### src/rtl/dsq_pkg.sv
package dsq_pkg;

   typedef enum logic [1:0] {
      FSRC_HOLD = 2'd0,
      FSRC_SEQ  = 2'd1,
      FSRC_TGT  = 2'd2
   } fetch_src_e;

   function automatic bit is_pow2(input int v);
      return (v > 0) && ((v & (v - 1)) == 0);
   endfunction

endpackage

### src/rtl/dsq_next_pc.sv
module dsq_next_pc
   import dsq_pkg::*;
#(
   parameter int              PC_W         = 32,
   parameter int              STEP_BYTES   = 4,
   parameter bit              ALIGN_TARGET = 1'b1,
   parameter logic [PC_W-1:0] RESET_VEC    = '0
) (
   input  logic            clk,
   input  logic            rst,
   input  fetch_src_e      src,
   input  logic [PC_W-1:0] tgt_pc,
   output logic [PC_W-1:0] fetch_pc
);
   localparam logic [PC_W-1:0] STEP     = PC_W'(STEP_BYTES);
   localparam logic [PC_W-1:0] LOW_MASK = PC_W'(STEP_BYTES - 1);

   logic [PC_W-1:0] tgt_aligned;
   logic [PC_W-1:0] pc_nxt;

   generate
      if (ALIGN_TARGET) begin : g_align
         assign tgt_aligned = tgt_pc & ~LOW_MASK;
      end else begin : g_raw
         assign tgt_aligned = tgt_pc;
      end
   endgenerate

   always_comb begin
      case (src)
         FSRC_SEQ: pc_nxt = fetch_pc + STEP;
         FSRC_TGT: pc_nxt = tgt_aligned;
         default:  pc_nxt = fetch_pc;
      endcase
   end

   always_ff @(posedge clk) begin
      if (rst) fetch_pc <= RESET_VEC;
      else     fetch_pc <= pc_nxt;
   end
endmodule

### src/rtl/dsq_ifid_reg.sv
module dsq_ifid_reg #(
   parameter int PC_W    = 32,
   parameter int INSTR_W = 32
) (
   input  logic               clk,
   input  logic               rst,
   input  logic               load,
   input  logic [PC_W-1:0]    pc_in,
   input  logic [INSTR_W-1:0] instr_in,
   output logic               valid,
   output logic [PC_W-1:0]    pc,
   output logic [INSTR_W-1:0] instr
);
   always_ff @(posedge clk) begin
      if (rst) begin
         valid <= 1'b0;
         pc    <= '0;
         instr <= '0;
      end else if (load) begin
         valid <= 1'b1;
         pc    <= pc_in;
         instr <= instr_in;
      end
   end
endmodule

### src/rtl/dsq_redirect_ctl.sv
module dsq_redirect_ctl
   import dsq_pkg::*;
#(
   parameter int PC_W = 32
) (
   input  logic            clk,
   input  logic            rst,
   input  logic            advance,
   input  logic            ifid_valid,
   input  logic            dec_cti,
   input  logic            dec_taken,
   input  logic [PC_W-1:0] dec_target,
   output fetch_src_e      src,
   output logic [PC_W-1:0] tgt_pc,
   output logic            take,
   output logic            in_slot,
   output logic            slot_err
);
   logic            pend_q;
   logic            pend_tk_q;
   logic [PC_W-1:0] pend_tgt_q;
   logic            live_ok;
   logic            illegal;

   assign live_ok = ifid_valid && dec_cti && !in_slot && !pend_q;
   assign illegal = ifid_valid && dec_cti && in_slot;
   assign take    = pend_q ? pend_tk_q : (live_ok && dec_taken);
   assign tgt_pc  = pend_q ? pend_tgt_q : dec_target;

   always_comb begin
      if (!advance)  src = FSRC_HOLD;
      else if (take) src = FSRC_TGT;
      else           src = FSRC_SEQ;
   end

   always_ff @(posedge clk) begin
      if (rst) begin
         pend_q     <= 1'b0;
         pend_tk_q  <= 1'b0;
         pend_tgt_q <= '0;
         in_slot    <= 1'b0;
         slot_err   <= 1'b0;
      end else begin
         slot_err <= illegal;
         if (advance) begin
            pend_q  <= 1'b0;
            in_slot <= pend_q || live_ok;
         end else if (live_ok) begin
            pend_q     <= 1'b1;
            pend_tk_q  <= dec_taken;
            pend_tgt_q <= dec_target;
         end
      end
   end
endmodule

### src/rtl/dslot_pc_seq.sv
module dslot_pc_seq
   import dsq_pkg::*;
#(
   parameter int              PC_W         = 32,
   parameter int              INSTR_W      = 32,
   parameter int              STEP_BYTES   = 4,
   parameter bit              ALIGN_TARGET = 1'b1,
   parameter logic [PC_W-1:0] RESET_VEC    = '0
) (
   input  logic               clk,
   input  logic               rst,
   input  logic               fetch_stall,
   output logic               imem_req,
   output logic [PC_W-1:0]    imem_addr,
   input  logic [INSTR_W-1:0] imem_rdata,
   input  logic               dec_cti,
   input  logic               dec_taken,
   input  logic [PC_W-1:0]    dec_target,
   output logic               ifid_valid,
   output logic [PC_W-1:0]    ifid_pc,
   output logic [INSTR_W-1:0] ifid_instr,
   output logic               slot_err
);
   localparam logic [PC_W-1:0] LOW_MASK = PC_W'(STEP_BYTES - 1);

   generate
      if (PC_W < 8 || PC_W > 64) begin : g_bad_pcw
         $error("dslot_pc_seq: PC_W out of range");
      end
      if (!is_pow2(STEP_BYTES)) begin : g_bad_step
         $error("dslot_pc_seq: STEP_BYTES must be a power of two");
      end
      if ((RESET_VEC & LOW_MASK) != '0) begin : g_bad_vec
         $error("dslot_pc_seq: RESET_VEC not aligned");
      end
   endgenerate

   logic            run_q;
   logic            advance;
   logic            redirect_take;
   logic            in_slot;
   logic [PC_W-1:0] redirect_pc;
   fetch_src_e      src;

   always_ff @(posedge clk) begin
      if (rst) run_q <= 1'b0;
      else     run_q <= 1'b1;
   end

   assign imem_req = run_q;
   assign advance  = run_q && !fetch_stall;

   dsq_redirect_ctl #(.PC_W(PC_W)) u_redir (
      .clk        (clk),
      .rst        (rst),
      .advance    (advance),
      .ifid_valid (ifid_valid),
      .dec_cti    (dec_cti),
      .dec_taken  (dec_taken),
      .dec_target (dec_target),
      .src        (src),
      .tgt_pc     (redirect_pc),
      .take       (redirect_take),
      .in_slot    (in_slot),
      .slot_err   (slot_err)
   );

   dsq_next_pc #(
      .PC_W         (PC_W),
      .STEP_BYTES   (STEP_BYTES),
      .ALIGN_TARGET (ALIGN_TARGET),
      .RESET_VEC    (RESET_VEC)
   ) u_npc (
      .clk      (clk),
      .rst      (rst),
      .src      (src),
      .tgt_pc   (redirect_pc),
      .fetch_pc (imem_addr)
   );

   dsq_ifid_reg #(.PC_W(PC_W), .INSTR_W(INSTR_W)) u_ifid (
      .clk      (clk),
      .rst      (rst),
      .load     (advance),
      .pc_in    (imem_addr),
      .instr_in (imem_rdata),
      .valid    (ifid_valid),
      .pc       (ifid_pc),
      .instr    (ifid_instr)
   );
endmodule

### config.mk
export PLATFORM = sky130hd
export DESIGN_NAME = dslot_pc_seq
export DESIGN_NICKNAME = d
export VERILOG_FILES = /design/src/rtl/dsq_pkg.sv /design/src/rtl/dsq_next_pc.sv /design/src/rtl/dsq_ifid_reg.sv /design/src/rtl/dsq_redirect_ctl.sv /design/src/rtl/dslot_pc_seq.sv
export SDC_FILE = /design/constraint.sdc
export NUM_CORES = 1
export LEC_CHECK = 0
export CELL_PAD_IN_SITES_DETAIL_PLACEMENT = 1
export CELL_PAD_IN_SITES_GLOBAL_PLACEMENT = 1
export CORE_AREA = 2 2 119 168
export CTS_CLUSTER_SIZE = 16
export DETAILED_ROUTE_END_ITERATION = 8
export DIE_AREA = 0 0 121 170
export PLACE_DENSITY_LB_ADDON = 0.1
export SLEW_MARGIN = 20
export SYNTH_ARGS = -nofsm -noshare
export SYNTH_HDL_FRONTEND = slang
export SYNTH_SLANG_ARGS = --single-unit
### constraint.sdc
create_clock -name clk -period 2.1 [get_ports clk]
set_input_delay 0.42 -clock clk [delete_from_list [all_inputs] [get_ports clk]]
set_output_delay 0.42 -clock clk [all_outputs]
set_load 0.01 [all_outputs]
==> results <==
## registers in the layout, summed over array words and instances (netlist names)
signal,flops
u_redir.slot_err,1
u_npc.fetch_pc,30
u_redir.in_slot,1
u_ifid.pc,30
u_ifid.valid,1
u_ifid.instr,32
imem_req,1
u_redir.pend_tgt_q,30
u_redir.pend_q,1
u_redir.pend_tk_q,1
## metal layers
layer  wire [um]  part of all wire  track usage
met1        8639              0.41       0.2407
met2       10830              0.52       0.3674
met3        1019             0.049      0.03954
met4         516             0.025      0.08392
met5           0                 0            0
## worst max-delay path, stage by stage (launching register included)
cell,delay (ns)
dfxtp_2,0.36
ha_1,0.17
and4_1,0.20
nand4_1,0.19
or4_4,0.48
or4_1,0.41
a31oi_1,0.16
## synth_stat cells (2+ instances only)
cell type  number  share of area
a211oi_1        4         0.0053
and4_1          4         0.0062
o21a_1          2         0.0027
o31a_1          2         0.0031
nor3b_1         2         0.0027
nor4_1         12          0.013
nand4_1        12          0.013
nand3_1        13          0.012
o2bb2ai_1       5         0.0078
a31oi_1         4         0.0044
buf_4           4         0.0053
buf_1           8         0.0053
nor2_1         41          0.027
a311oi_1        2         0.0031
nor4b_1         2         0.0031
or4_1           2         0.0027
o32ai_1         3         0.0047
nand2_1       211           0.14
nor3_1         12          0.011
o221ai_1        5         0.0078
a21oi_1       122           0.11
nor2b_1         3         0.0033
dfxtp_1       128           0.46
or3_1           2         0.0022
mux2_2          4         0.0080
inv_1           9         0.0060
o221a_2         5          0.010
o21ai_0        24          0.021
clkbuf_1       43          0.029
buf_2           2         0.0018
mux2i_1        18          0.032
and2_1          2         0.0022
## layout by cell type, fill, tap and decap left out, drive strengths merged, types with 2 or more instances in the layout
cell type      Yosys  routed
nand2            212     212
clkdlybuf4s50      0     160
dfxtp            128     128
a21oi            122     122
buf               14      79
nor2              41      41
o21ai             25      25
mux2i             18      18
clkbuf            44      18
inv                9      15
nand3             14      14
nand4             12      12
nor4              12      12
nor3              12      12
o221ai             5       5
o2bb2ai            5       5
o221a              5       5
a211oi             4       4
and4               4       4
mux2               4       4
a31oi              4       4
conb               1       4
o32ai              3       3
clkinvlp           0       3
bufinv             0       3
nor2b              3       3
and2               3       3
or4                3       3
nor3b              3       3
or3                2       2
nor4b              2       2
a311oi             2       2
o21a               2       2
o31a               2       2
or4b               2       2
clkinv             0       2
## area by class of cell
type                    instances  area, um^2
clock buffers                  18       439.2
clock inverters                14       178.9
well taps                     248       310.3
fillers                      2282       10380
repair buffers                239        2257
inverters                       9       33.78
flip-flops and latches        128        2565
multi-input cells             546        2830
## worst paths after layout
check,to,cells past startpoint,from
worst max-delay path,u_npc.fetch_pc[20],6,u_npc.fetch_pc[2]
worst min-delay path,u_ifid.pc[19],2,u_ifid.pc[19]
worst max register to register,u_npc.fetch_pc[20],6,u_npc.fetch_pc[2]
worst min register to register,u_ifid.pc[19],2,u_ifid.pc[19]
## through the flow
step,total power [mW],cells,hold WS (ns)
after floorplan,2.823,741,0.4311
after global placement,3.168,1169,0.4404
after detailed placement,3.188,1169,0.4461
after CTS,6.324,1201,0.4544
after global routing,6.484,1202,0.4680
final,6.242,1202,0.4516
## repair_timing
action	4_1_cts	5_1_grt
endpoints found under the setup margin	0	3
setup buffers	0	1
gates resized for setup	0	0
## cells by family (layout without fill, tap and decap cells)
| family | Yosys count | count (layout) | share of synthesized area |
|---|---|---|---|
| mux | 22 | 22 | 0.04001 |
| other cells | 1 | 4 | 0.0006662 |
| buf+inv | 67 | 280 | 0.04801 |
| simple gates | 333 | 333 | 0.2641 |
| flops | 128 | 128 | 0.4552 |
| compound gates | 186 | 186 | 0.1898 |
| fa+ha+maj | 1 | 1 | 0.002222 |
## power groups by stage
| stage | clock [mW] | sequential, mW | combinational, mW |
|---|---|---|---|
| after floorplan | 0 | 2.59 | 0.232 |
| after global placement | 0 | 2.58 | 0.591 |
| after detailed placement | 0 | 2.58 | 0.607 |
| after CTS | 3.19 | 2.53 | 0.610 |
| after global routing | 3.30 | 2.53 | 0.654 |
| final | 3.11 | 2.53 | 0.602 |
==> impl_metrics.yaml <==
synth:
  ys_seq_area_frac: 0.4552
  syn_inst: 738
  synth_cell_types: 58
  yosysWarnings: 0
  synth-main-ff-cell: "dfxtp_1"
  synth_area_mm2: 0.005629
  syn_avg_cell_area_um2: 7.628
  synth_edf_count: 0
  synth_seq_cells: 128
  synthArstFlopShare: 0
routing:
  antenna_left: 0
  drtIter0Drc: 236
  dr_total_vias: 6037
  drc: 0
  wl_per_cell_um: 17.48
  first_pass_iters: 4
  wirelength_mm: 21.01
  routed_via_density: 5.022
final_layout:
  utilization: 0.4536
  fin_nets: 1011
  finalInstanceArea_mm2: 0.008615
  antenna_cells: 0
  area_delta_synth_final_pct: 53.03
  layout-drive-gt1-share: 0.1394
clock_network:
  cts_tree: "built"
  numClockSinks: 128
  clock_latency_ns: 0.43
  clockBufferDepth: 2
  ctsHoldBuffers: 0
  numCtsBuffers: 17
  ctsRootBufferMaster: "clkbuf_16"
  path_clk_slew_ns: 0.06
  h-tree-depth: 4
setup_path:
  crit_type: "reg2reg"
  critPathCaptureType: "flop"
  crit_required_ns: 2.45
  rrSetupSlack_ns: 0.06
  startpoint_type: "flop"
  worstPathMaxFanout: 4
  cp.arrival_ns: 2.39
placement:
  dpl.hpwl_mm: 15.90
  place_congestion: 0.8933
  pre_cts_slack_ns: -0.1768
  postPlaceCellArea_mm2: 0.007989
  io_buffers: 161
floorplanning:
  start_util: 0.2964
  ios: 168
  die_y_um: 170
  die_w_um: 121
  dieArea_mm2: 0.02057
  core_mm2: 0.01899
  rows: 60
grt:
  grt_pass1_vias: 6219
  antenna_found_initial: 0
  grt_remaining_overflow: 0
  grt_start_max_net_pins: 63
  grt_pass1_wl_mm: 33.08
  track_usage: 0.2066
power:
  pwr-share-clk: 0.499
  p_switching_mw: 1.532
  power.leakage_nw: 2.961
  switching_share: 0.2454
  share_comb_of_total_power: 0.096
  p_seq_frac: 0.405
  p_int_mw: 4.710
  peakVddDrop_mv: 0.5291
  power.density_mw_per_mm2: 724.6
timing:
  setup_ws_ns: 0.06137
  fmaxAchievable_mhz: 490.5
  rsz0062_at_grt: "true"
  max_slew_margin: 0.5232
  period_needed_ns: 2.039
  worstMarginPinSlew_ns: 0.7152
  maxSlewViolCount: 0
  setup_viol: 0
  period_share: 0.9708
  fin_skew_ns: 0.007595
  hold_viol_final: 0
  finalSetupTns_ns: 0
hold_path:
  hold_class: "reg2reg"
status:
  status: "finished clean"
run:
  max_cap_violations: 0
No activity file was read; power rests on OpenSTA's default activity.
